**config.mk**
```make
export PLATFORM = sky130hd
export DESIGN_NAME = modexp_engine
export DESIGN_NICKNAME = d
export VERILOG_FILES = /design/src/rtl/modexp_pkg.sv /design/src/rtl/modexp_mulser.sv /design/src/rtl/modexp_expscan.sv /design/src/rtl/modexp_engine.sv
export SDC_FILE = /design/constraint.sdc
export NUM_CORES = 1
export LEC_CHECK = 0
export ABC_AREA = 1
export BUFFER_PORTS_ARGS = -buffer_cell sky130_fd_sc_hd__clkbuf_2
export CORE_UTILIZATION = 40
export CTS_CLUSTER_DIAMETER = 80
export CTS_CLUSTER_SIZE = 14
export DETAILED_ROUTE_END_ITERATION = 10
export PLACE_DENSITY = 0.65
export SYNTH_ARGS = -nofsm -noshare
export SYNTH_HDL_FRONTEND = slang
export SYNTH_SLANG_ARGS = --single-unit
```
**constraint.sdc**
```tcl
create_clock -name clk -period 5.87 [get_ports clk]
set_input_delay 0.8805 -clock clk [delete_from_list [all_inputs] [get_ports clk]]
set_output_delay 0.8805 -clock clk [all_outputs]
set_load 0.01 [all_outputs]
```
**src/rtl/modexp_pkg.sv**
```systemverilog
package modexp_pkg;

    parameter int MX_WIDTH = 32;

    typedef enum logic [2:0] {
        ST_IDLE,
        ST_RED_GO,
        ST_RED_WAIT,
        ST_PRIME_GO,
        ST_PRIME_WAIT,
        ST_ROUND_GO,
        ST_ROUND_WAIT
    } mx_state_e;

endpackage

```
**src/rtl/modexp_mulser.sv**
```systemverilog
// Serial interleaved modular multiplier: p = a * b mod n, with b < n.
// One multiplier bit of a per clock, MSB first; done pulses once.
module modexp_mulser #(
    parameter int W = 32
) (
    input  logic         clk,
    input  logic         rst,
    input  logic         start,
    input  logic [W-1:0] a,
    input  logic [W-1:0] b,
    input  logic [W-1:0] n,
    output logic         done,
    output logic [W-1:0] p
);
    localparam int CW = $clog2(W + 1);
    localparam int XW = W + 2;

    logic [W-1:0]  a_sh;
    logic [W-1:0]  b_q;
    logic [W-1:0]  n_q;
    logic [W-1:0]  acc;
    logic [CW-1:0] cnt;
    logic          busy_q;
    logic          done_q;

    logic [XW-1:0] n_x, dbl, dbl_r, sum, sum_r;

    always_comb begin
        n_x   = {2'b00, n_q};
        dbl   = {1'b0, acc, 1'b0};
        dbl_r = (dbl >= n_x) ? dbl - n_x : dbl;
        sum   = dbl_r + (a_sh[W-1] ? {2'b00, b_q} : '0);
        sum_r = (sum >= n_x) ? sum - n_x : sum;
    end

    always_ff @(posedge clk) begin
        if (rst) begin
            a_sh   <= '0;
            b_q    <= '0;
            n_q    <= '0;
            acc    <= '0;
            cnt    <= '0;
            busy_q <= 1'b0;
            done_q <= 1'b0;
        end else begin
            done_q <= 1'b0;
            if (start) begin
                a_sh   <= a;
                b_q    <= b;
                n_q    <= n;
                acc    <= '0;
                cnt    <= CW'(W);
                busy_q <= 1'b1;
            end else if (busy_q) begin
                acc  <= sum_r[W-1:0];
                a_sh <= {a_sh[W-2:0], 1'b0};
                cnt  <= cnt - 1'b1;
                if (cnt == CW'(1)) begin
                    busy_q <= 1'b0;
                    done_q <= 1'b1;
                end
            end
        end
    end

    assign done = done_q;
    assign p    = acc;

    assert_acc_below_mod_R10: assert property (@(posedge clk) disable iff (rst)
        (busy_q || done_q) |-> (acc < n_q));

    assert_no_restart_busy_R5: assert property (@(posedge clk) disable iff (rst)
        start |-> !busy_q);

endmodule

```
**src/rtl/modexp_expscan.sv**
```systemverilog
// Exponent scanner: LSB-first bit stream plus round index.
module modexp_expscan #(
    parameter int W = 32
) (
    input  logic                 clk,
    input  logic                 rst,
    input  logic                 load,
    input  logic                 advance,
    input  logic [W-1:0]         e_in,
    output logic                 bit_cur,
    output logic [$clog2(W)-1:0] round_idx,
    output logic                 last
);
    localparam int RW = $clog2(W);

    logic [W-1:0]  sh;
    logic [RW-1:0] rnd;

    always_ff @(posedge clk) begin
        if (rst) begin
            sh  <= '0;
            rnd <= '0;
        end else if (load) begin
            sh  <= e_in;
            rnd <= '0;
        end else if (advance) begin
            sh  <= {1'b0, sh[W-1:1]};
            rnd <= rnd + 1'b1;
        end
    end

    assign bit_cur   = sh[0];
    assign round_idx = rnd;
    assign last      = (rnd == RW'(W - 1));

    assert_no_extra_round_R4: assert property (@(posedge clk) disable iff (rst)
        advance |-> !last);

    assert_load_adv_exclusive_R4: assert property (@(posedge clk) disable iff (rst)
        !(load && advance));

endmodule

```
**src/rtl/modexp_engine.sv**
```systemverilog
module modexp_engine #(
    parameter int W = modexp_pkg::MX_WIDTH
) (
    input  logic         clk,
    input  logic         rst,
    input  logic [W-1:0] mod_in,
    input  logic [W-1:0] exp_in,
    input  logic [W-1:0] data_in,
    input  logic         data_strobe,
    output logic [W-1:0] result,
    output logic         ready
);
    import modexp_pkg::*;

    localparam int RW    = $clog2(W);
    localparam int LANES = 2;

    mx_state_e state_q, state_d;

    logic [W-1:0] n_q, m_q, base_q, acc_q, result_q;

    logic [W-1:0] lane_a [LANES];
    logic [W-1:0] lane_b [LANES];
    logic [W-1:0] lane_p [LANES];
    logic [LANES-1:0] lane_start;
    logic [LANES-1:0] lane_done;

    logic          scan_load, scan_adv, bit_cur, last;
    logic [RW-1:0] round_idx;

    modexp_expscan #(.W(W)) u_scan (
        .clk       (clk),
        .rst       (rst),
        .load      (scan_load),
        .advance   (scan_adv),
        .e_in      (exp_in),
        .bit_cur   (bit_cur),
        .round_idx (round_idx),
        .last      (last)
    );

    for (genvar g = 0; g < LANES; g++) begin : g_lane
        modexp_mulser #(.W(W)) u_mul (
            .clk   (clk),
            .rst   (rst),
            .start (lane_start[g]),
            .a     (lane_a[g]),
            .b     (lane_b[g]),
            .n     (n_q),
            .done  (lane_done[g]),
            .p     (lane_p[g])
        );
    end

    // Next-state logic
    always_comb begin
        state_d = state_q;
        unique case (state_q)
            ST_IDLE:       if (data_strobe) state_d = ST_RED_GO;
            ST_RED_GO:     state_d = ST_RED_WAIT;
            ST_RED_WAIT:   if (lane_done[0]) state_d = ST_PRIME_GO;
            ST_PRIME_GO:   state_d = ST_PRIME_WAIT;
            ST_PRIME_WAIT: if (lane_done[0]) state_d = ST_ROUND_GO;
            ST_ROUND_GO:   state_d = ST_ROUND_WAIT;
            ST_ROUND_WAIT: if (lane_done[0]) state_d = last ? ST_IDLE : ST_ROUND_GO;
            default:       state_d = ST_IDLE;
        endcase
    end

    // State register
    always_ff @(posedge clk) begin
        if (rst) state_q <= ST_IDLE;
        else     state_q <= state_d;
    end

    // Outputs and lane control
    always_comb begin
        ready         = (state_q == ST_IDLE);
        lane_start[0] = (state_q == ST_RED_GO) || (state_q == ST_PRIME_GO)
                     || (state_q == ST_ROUND_GO);
        lane_start[1] = (state_q == ST_ROUND_GO);
        lane_a[0]     = (state_q == ST_RED_GO) ? m_q : base_q;
        lane_b[0]     = (state_q == ST_RED_GO) ? W'(1) : base_q;
        lane_a[1]     = acc_q;
        lane_b[1]     = base_q;
        scan_load     = (state_q == ST_IDLE) && data_strobe;
        scan_adv      = ((state_q == ST_RED_WAIT) && lane_done[0])
                     || ((state_q == ST_ROUND_WAIT) && lane_done[0] && !last);
    end

    // Datapath registers
    always_ff @(posedge clk) begin
        if (rst) begin
            n_q      <= '0;
            m_q      <= '0;
            base_q   <= '0;
            acc_q    <= '0;
            result_q <= '0;
        end else begin
            unique case (state_q)
                ST_IDLE: if (data_strobe) begin
                    n_q <= mod_in;
                    m_q <= data_in;
                end
                ST_RED_WAIT: if (lane_done[0]) begin
                    base_q <= lane_p[0];
                    acc_q  <= bit_cur ? lane_p[0] : W'(1);
                end
                ST_PRIME_WAIT: if (lane_done[0]) base_q <= lane_p[0];
                ST_ROUND_WAIT: if (lane_done[0]) begin
                    base_q <= lane_p[0];
                    if (bit_cur) acc_q <= lane_p[1];
                    if (last) result_q <= bit_cur ? lane_p[1] : acc_q;
                end
                default: ;
            endcase
        end
    end

    assign result = result_q;

    assert_ready_falls_on_strobe_R6: assert property (@(posedge clk) disable iff (rst)
        $fell(ready) |-> $past(data_strobe));

    assert_result_held_busy_R9: assert property (@(posedge clk) disable iff (rst)
        !ready |=> (ready || $stable(result)));

    assert_done_after_last_round_R4: assert property (@(posedge clk) disable iff (rst)
        $rose(ready) |-> ($past(round_idx) == RW'(W - 1)));

    assert_lanes_in_step_R5: assert property (@(posedge clk) disable iff (rst)
        (state_q == ST_ROUND_WAIT && lane_done[0]) |-> lane_done[1]);

endmodule

```
# Yosys cells after proc, flatten, opt, wreduce, memory -nomap -nowiden
# Cells that the tools add are included.
# Widths: inputs -> output; s select.
[op_classes]
n_bitwise = 1
eq_ne = 13
reduce_logical = 23
order_cmp = 4
n_addsub = 9
muxes = 36
[op_table]
columns = ["cell", "count"]
rows = [
  ["$mux 32", 16],
  ["$add 34x32->34", 2],
  ["$ge 34x32->1", 2],
  ["$mux 34", 2],
  ["$sub 33x32->34", 2],
  ["$ge 33x32->1", 2],
  ["$pmux 32 s2", 1],
  ["$sub 32x32->32", 2],
  ["$mux 6", 4],
  ["$pmux 3 s7", 1],
  ["$mux 3", 5],
  ["$eq 6x1->1 const B", 2],
  ["$sub 6x1->6 const B", 2],
  ["$eq 3x3->1 const B", 3],
  ["$reduce_bool 2->1", 4],
  ["$mux 1", 7],
  ["$eq 3x2->1 const B", 2],
  ["$ne 2x1->1 const B", 3],
  ["$reduce_and 3->1", 2],
  ["$reduce_or 2->1", 3],
  ["$reduce_or 3->1", 2],
  ["$add 5x1->5 const B", 1],
  ["$eq 5x5->1 const B", 1],
  ["$logic_and 1x1->1", 4],
  ["other kinds (8)", 11],
]
[totals]
reg_bits = 471
out_inout_bits = 33
wordCells = 109
in_bits = 99

# Longest topological paths before layout
[depth]
ltp_word = 6
ltp_mapped = 46
mapped_depth_nobuf = 45

# By module
# From an unflattened synthesis, not the netlist that was laid out.
[unflattened]
hier_cells = 5290
hier_area_um2 = 33296.9
[by_module_without_submodules]
columns = ["mod", "cells_per_inst", "area_per_inst_um2", "n_inst", "seq_area_each_um2"]
rows = [
  ["modexp_mulser (g_lane[0].u_mul)", 1927, 11915.2, 1, 2722.6],
  ["modexp_mulser (g_lane[1].u_mul)", 1880, 11882.6, 1, 2722.6],
  ["modexp_engine", 1186, 7668.6, 1, 3263.1],
  ["modexp_expscan", 297, 1830.5, 1, 740.7],
]

# Least setup slack after synthesis
# OpenSTA, ideal clock, no wires.
[synth_path]
kind = "register -> register"
start = "register g_lane[0].u_mul.n_q[12]"
end = "register g_lane[0].u_mul.acc[10]"
n_path_buf = 3
required_time_ns = 5.738
arrival_time_ns = 5.303
path_stages_with_launch = 37
period_less_slack_ns = 5.435
setup_slack_ns = 0.435
setup_time_ns = 0.132
cell_sequence = "dfxtp_1 -> inv_1 -> ha_1 -> nand2_1 -> nor2_1 -> nand2_1 -> nor2_1 -> nand2_1 -> nand3_1 -> nand2_1 -> nand2_2 -> clkbuf_1 -> clkbuf_1 -> nand3_1 -> o21ai_0 -> ha_1 -> nor2_1 -> a21oi_1 -> a21oi_1 -> o21ai_0 -> a21oi_1 -> o21ai_0 -> xor2_1 -> inv_1 -> ha_1 -> a21o_1 -> a31oi_1 -> o21ai_0 -> a21oi_1 -> nand2_1 -> a21oi_1 -> nand2_1 -> nor2_4 -> buf_6 -> nand3_1 -> nand3_1 -> a21oi_1"
[synth_between]
elab_chain_cells = 5
word_cells_on_any_way = 7
cone_classes = "add/sub: 3; order compare: 2; mux: 2"
[synth_lines]
columns = ["element", "line", "rtl"]
rows = [
  ["start, declared", "modexp_mulser.sv:20", "logic [W-1:0] n_q;"],
  ["start signal, assigned", "modexp_mulser.sv:50", "n_q <= n;"],
  ["$sub 33x32->34 or $ge 33x32->1 (tied branches)", "modexp_mulser.sv:31", "dbl_r = (dbl >= n_x) ? dbl - n_x : dbl;"],
  ["$mux 34", "modexp_mulser.sv:31", ""],
  ["$add 34x32->34", "modexp_mulser.sv:32", "sum = dbl_r + (a_sh[W-1] ? {2'b00, b_q} : '0);"],
  ["$ge 34x32->1 or $sub 32x32->32 (tied branches)", "modexp_mulser.sv:33", "sum_r = (sum >= n_x) ? sum - n_x : sum;"],
  ["$mux 32 (*)", "modexp_mulser.sv:33", ""],
  ["end signal, assigned", "modexp_mulser.sv:55", "acc <= sum_r[W-1:0];"],
  ["end, declared", "modexp_mulser.sv:21", "logic [W-1:0] acc;"],
]
# Mark *: on every way between the ends. The rest lies on a longest branch, timed or not.
# A chain may end at the register's enable or synchronous reset.

# Worst setup path in the final report
[layout_path]
start = "register g_lane[0].u_mul.n_q[30]"
end = "register g_lane[0].u_mul.acc[29]"
# The elaborated chain is that of the path after synthesis.

==> metrics <==
placed instance area ~0.038 mm²; crit-path max FO 20; CTS Buf Count 44; Synth cell types 55; H-tree depth 2; Setup Skew 53.1 ps; routed vias 35,804; Post-Syn Nets about 5,200; initial antenna violation count 5; largest net degree at the start of global routing 101; global route overflow 0; Buffers on Ports approximately 130; Clock Latency Late Sink 640 ps; die area 0.0802 mm²; I/O pin total approximately 130; Final Slew Violations 0; Final Hold Violating Endpoints 0; Vias/cell about 5.3; CP Capture Type flip-flop; first-pass GRT wire length 190 mm; register area share after synthesis 0.298; Worst-Margin Slew 1180 ps; WL final approximately 130 mm; EDFF count, synth 0; total track usage 0.299; DR WL/cell between 15 and 20 µm; Synth Register Bits 471; Rel. slew slack 0.214; Residual DRC 0; status finished, final reports clean; design area 0.0437 mm²; crit path kind flip-flop to flip-flop; Placer Congestion between 1 and 1.5; maximum clock insertion buffer count 3; Mapped Avg Cell Area 6.48 µm²; vias in the first global route 33,330; synth warn 0; antenna-violating nets left 0; Iter 0 DRT Violations 3,086; crit path time final just under 6000 ps; crit path launch type flip-flop; mapped cell area 0.0316 mm²; Crit-path slowest cell nor4_4; CTS clk-pin slew, worst paths 70 ps; hold_buf cts 0; Achievable Freq around 170 MHz; core area 0.0778 mm²; RSZ-0062 raised after global routing yes; Data arrival, critical path 6280 ps; Primary FF master, synth dfxtp_1; root buf cell clkbuf_16; final setup fails 0; crit share post-route 0.984; met1 Resource Use GR 0.396; ys async rst share 0; post-DP HPWL between 90 and 100 mm; GR peak layer met2; Hold Crit Class flip-flop to flip-flop; CTS tree yes; height of the chip 283 µm; Crit path largest cell delay 410 ps; M2 GR Usage 0.496; GRT met3 Usage 0.0294; final net count ~6,000; Post-Synthesis Cells 4,881; MaxCap Viol Count 0; Area Overhead vs Synth 38.1%; row count 102; Initial Utilization 0.406; first drt pass iteration count 6; critical path data required time roughly 6400 ps; final core utilization 0.561; share of cells above drive strength 1 0.289; most used cell, CP nand2_1; clock tree sinks about 470; die width 283 µm
## cell families (layout without fill, tap and decap cells)
family                     Yosys count  after routing  share of synthesized area
and+or+nand+nor                   1867           1867                      0.243
other                                0              1                          0
DFF                                471            471                      0.298
buffers and inverters              895           1678                      0.108
xor gates and xnor gates           170            170                     0.0477
adders and majority gates          204            204                     0.0821
AOI/OAI and AO/OA                 1274           1274                      0.221
## worst paths after layout
check                               start  cells past startpoint  slack, ps                     to
setup / recovery  g_lane[0].u_mul.n_q[30]                     39         90  g_lane[0].u_mul.p[29]
setup reg to reg  g_lane[0].u_mul.n_q[30]                     39         90  g_lane[0].u_mul.p[29]
hold / removal                 result[12]                      2        440             result[12]
hold reg to reg                result[12]                      2        440             result[12]
## cell usage in the layout (no fill, tap or decap), types with 12 or more instances in the layout
cell type | Yosys | routed
nand2_1 | 1120 | 1004
buf_4 | 0 | 776
inv_1 | 653 | 604
a21oi_1 | 561 | 462
dfxtp_1 | 471 | 438
o21ai_0 | 461 | 396
nand3_1 | 314 | 270
nor2_1 | 324 | 258
clkbuf_2 | 0 | 130
ha_1 | 198 | 114
nand2_2 | 6 | 104
a21oi_2 | 1 | 86
xor2_1 | 98 | 82
ha_4 | 0 | 78
xnor2_1 | 71 | 65
inv_2 | 7 | 53
clkbuf_16 | 0 | 49
a31oi_1 | 57 | 47
o211ai_1 | 47 | 47
o21ai_1 | 2 | 44
nor2_2 | 4 | 43
o21bai_1 | 48 | 42
nand3_2 | 2 | 42
o311ai_0 | 32 | 32
dfxtp_2 | 0 | 30
nor2_4 | 2 | 29
a21o_1 | 29 | 29
nor3_1 | 37 | 24
buf_6 | 6 | 24
o21ai_2 | 0 | 21
nand4_1 | 20 | 20
nand2_4 | 2 | 19
a21oi_4 | 0 | 14
xor2_2 | 0 | 14
nor3_2 | 0 | 12
buf_12 | 0 | 12
## cells in the mapped netlist (7+ instances only)
cell | number | area [µm²]
a31oi_1 | 57 | 357
a21o_1 | 29 | 218
nand3b_1 | 7 | 52.6
o211ai_1 | 47 | 353
buf_2 | 11 | 55.1
ha_1 | 198 | 2480
xor2_1 | 98 | 858
clkbuf_1 | 199 | 747
o311ai_0 | 32 | 280
nor3_1 | 37 | 185
buf_1 | 12 | 45.0
inv_1 | 653 | 2450
xnor2_1 | 71 | 622
inv_2 | 7 | 26.3
nor2_1 | 324 | 1220
o21bai_1 | 48 | 360
nand4_1 | 20 | 125
o21ai_0 | 461 | 2310
nand2_1 | 1120 | 4200
nor4_1 | 12 | 75.1
nand3_1 | 314 | 1570
a21oi_1 | 561 | 2810
or2_2 | 8 | 50.1
dfxtp_1 | 471 | 9430
## critical path: cells and delay by family, from the launching register on
kind	cells	cell delay (ps)
flops	1	310
fa+ha+maj	3	900
buf+inv	10	1310
compound gates	9	1140
simple gates	17	1920
## metrics by stage
step | hold slack [ps] | worst slack (ps) | cells | TNS, ps
floorplan | 425 | 435 | 4881 | 0
global placement | 432 | -668 | 6560 | -34760
detailed placement | 437 | -630 | 6560 | -34150
CTS | 441 | -5.51 | 6642 | -9.05
global route | 470 | -183 | 6704 | -7820
finish | 442 | 92.2 | 6705 | 0
## cell type report
type	instances	area (µm²)
sequential	471	9480
timing repair buffer	948	7140
multi-input combinational	3515	21800
tap	1040	1300
antenna	1	2.50
fill	7573	34200
inverter	667	2530
timing repair inverter	3	36.3
clock inverter	14	235
clock buffer	46	1110
## flip-flops by register name (all words and copies together) (netlist names), 32 cells and up
name,flops
base_q,32
u_scan.sh,32
g_lane.u_mul.b_q,64
g_lane.u_mul.p,64
n_q,32
g_lane.u_mul.a_sh,64
m_q,32
result,32
acc_q,32
g_lane.u_mul.n_q,64
## what timing repair did
action,4_1_cts,5_1_grt
cloned,2,7
endpoints found under the setup margin,64,64
gates resized for setup,170,594
setup buffers,20,57
pin swaps,43,239
## layer usage
layer,vias to the layer above,wire length (µm)
met2,1196,59600
met4,0,5780
met1,16804,54500
li1,17533,-
met3,271,7680
met5,-,0
Power is left out: the tool's default activity adds up to more than one toggle a clock period on the data nets, which glitch-free logic cannot reach.
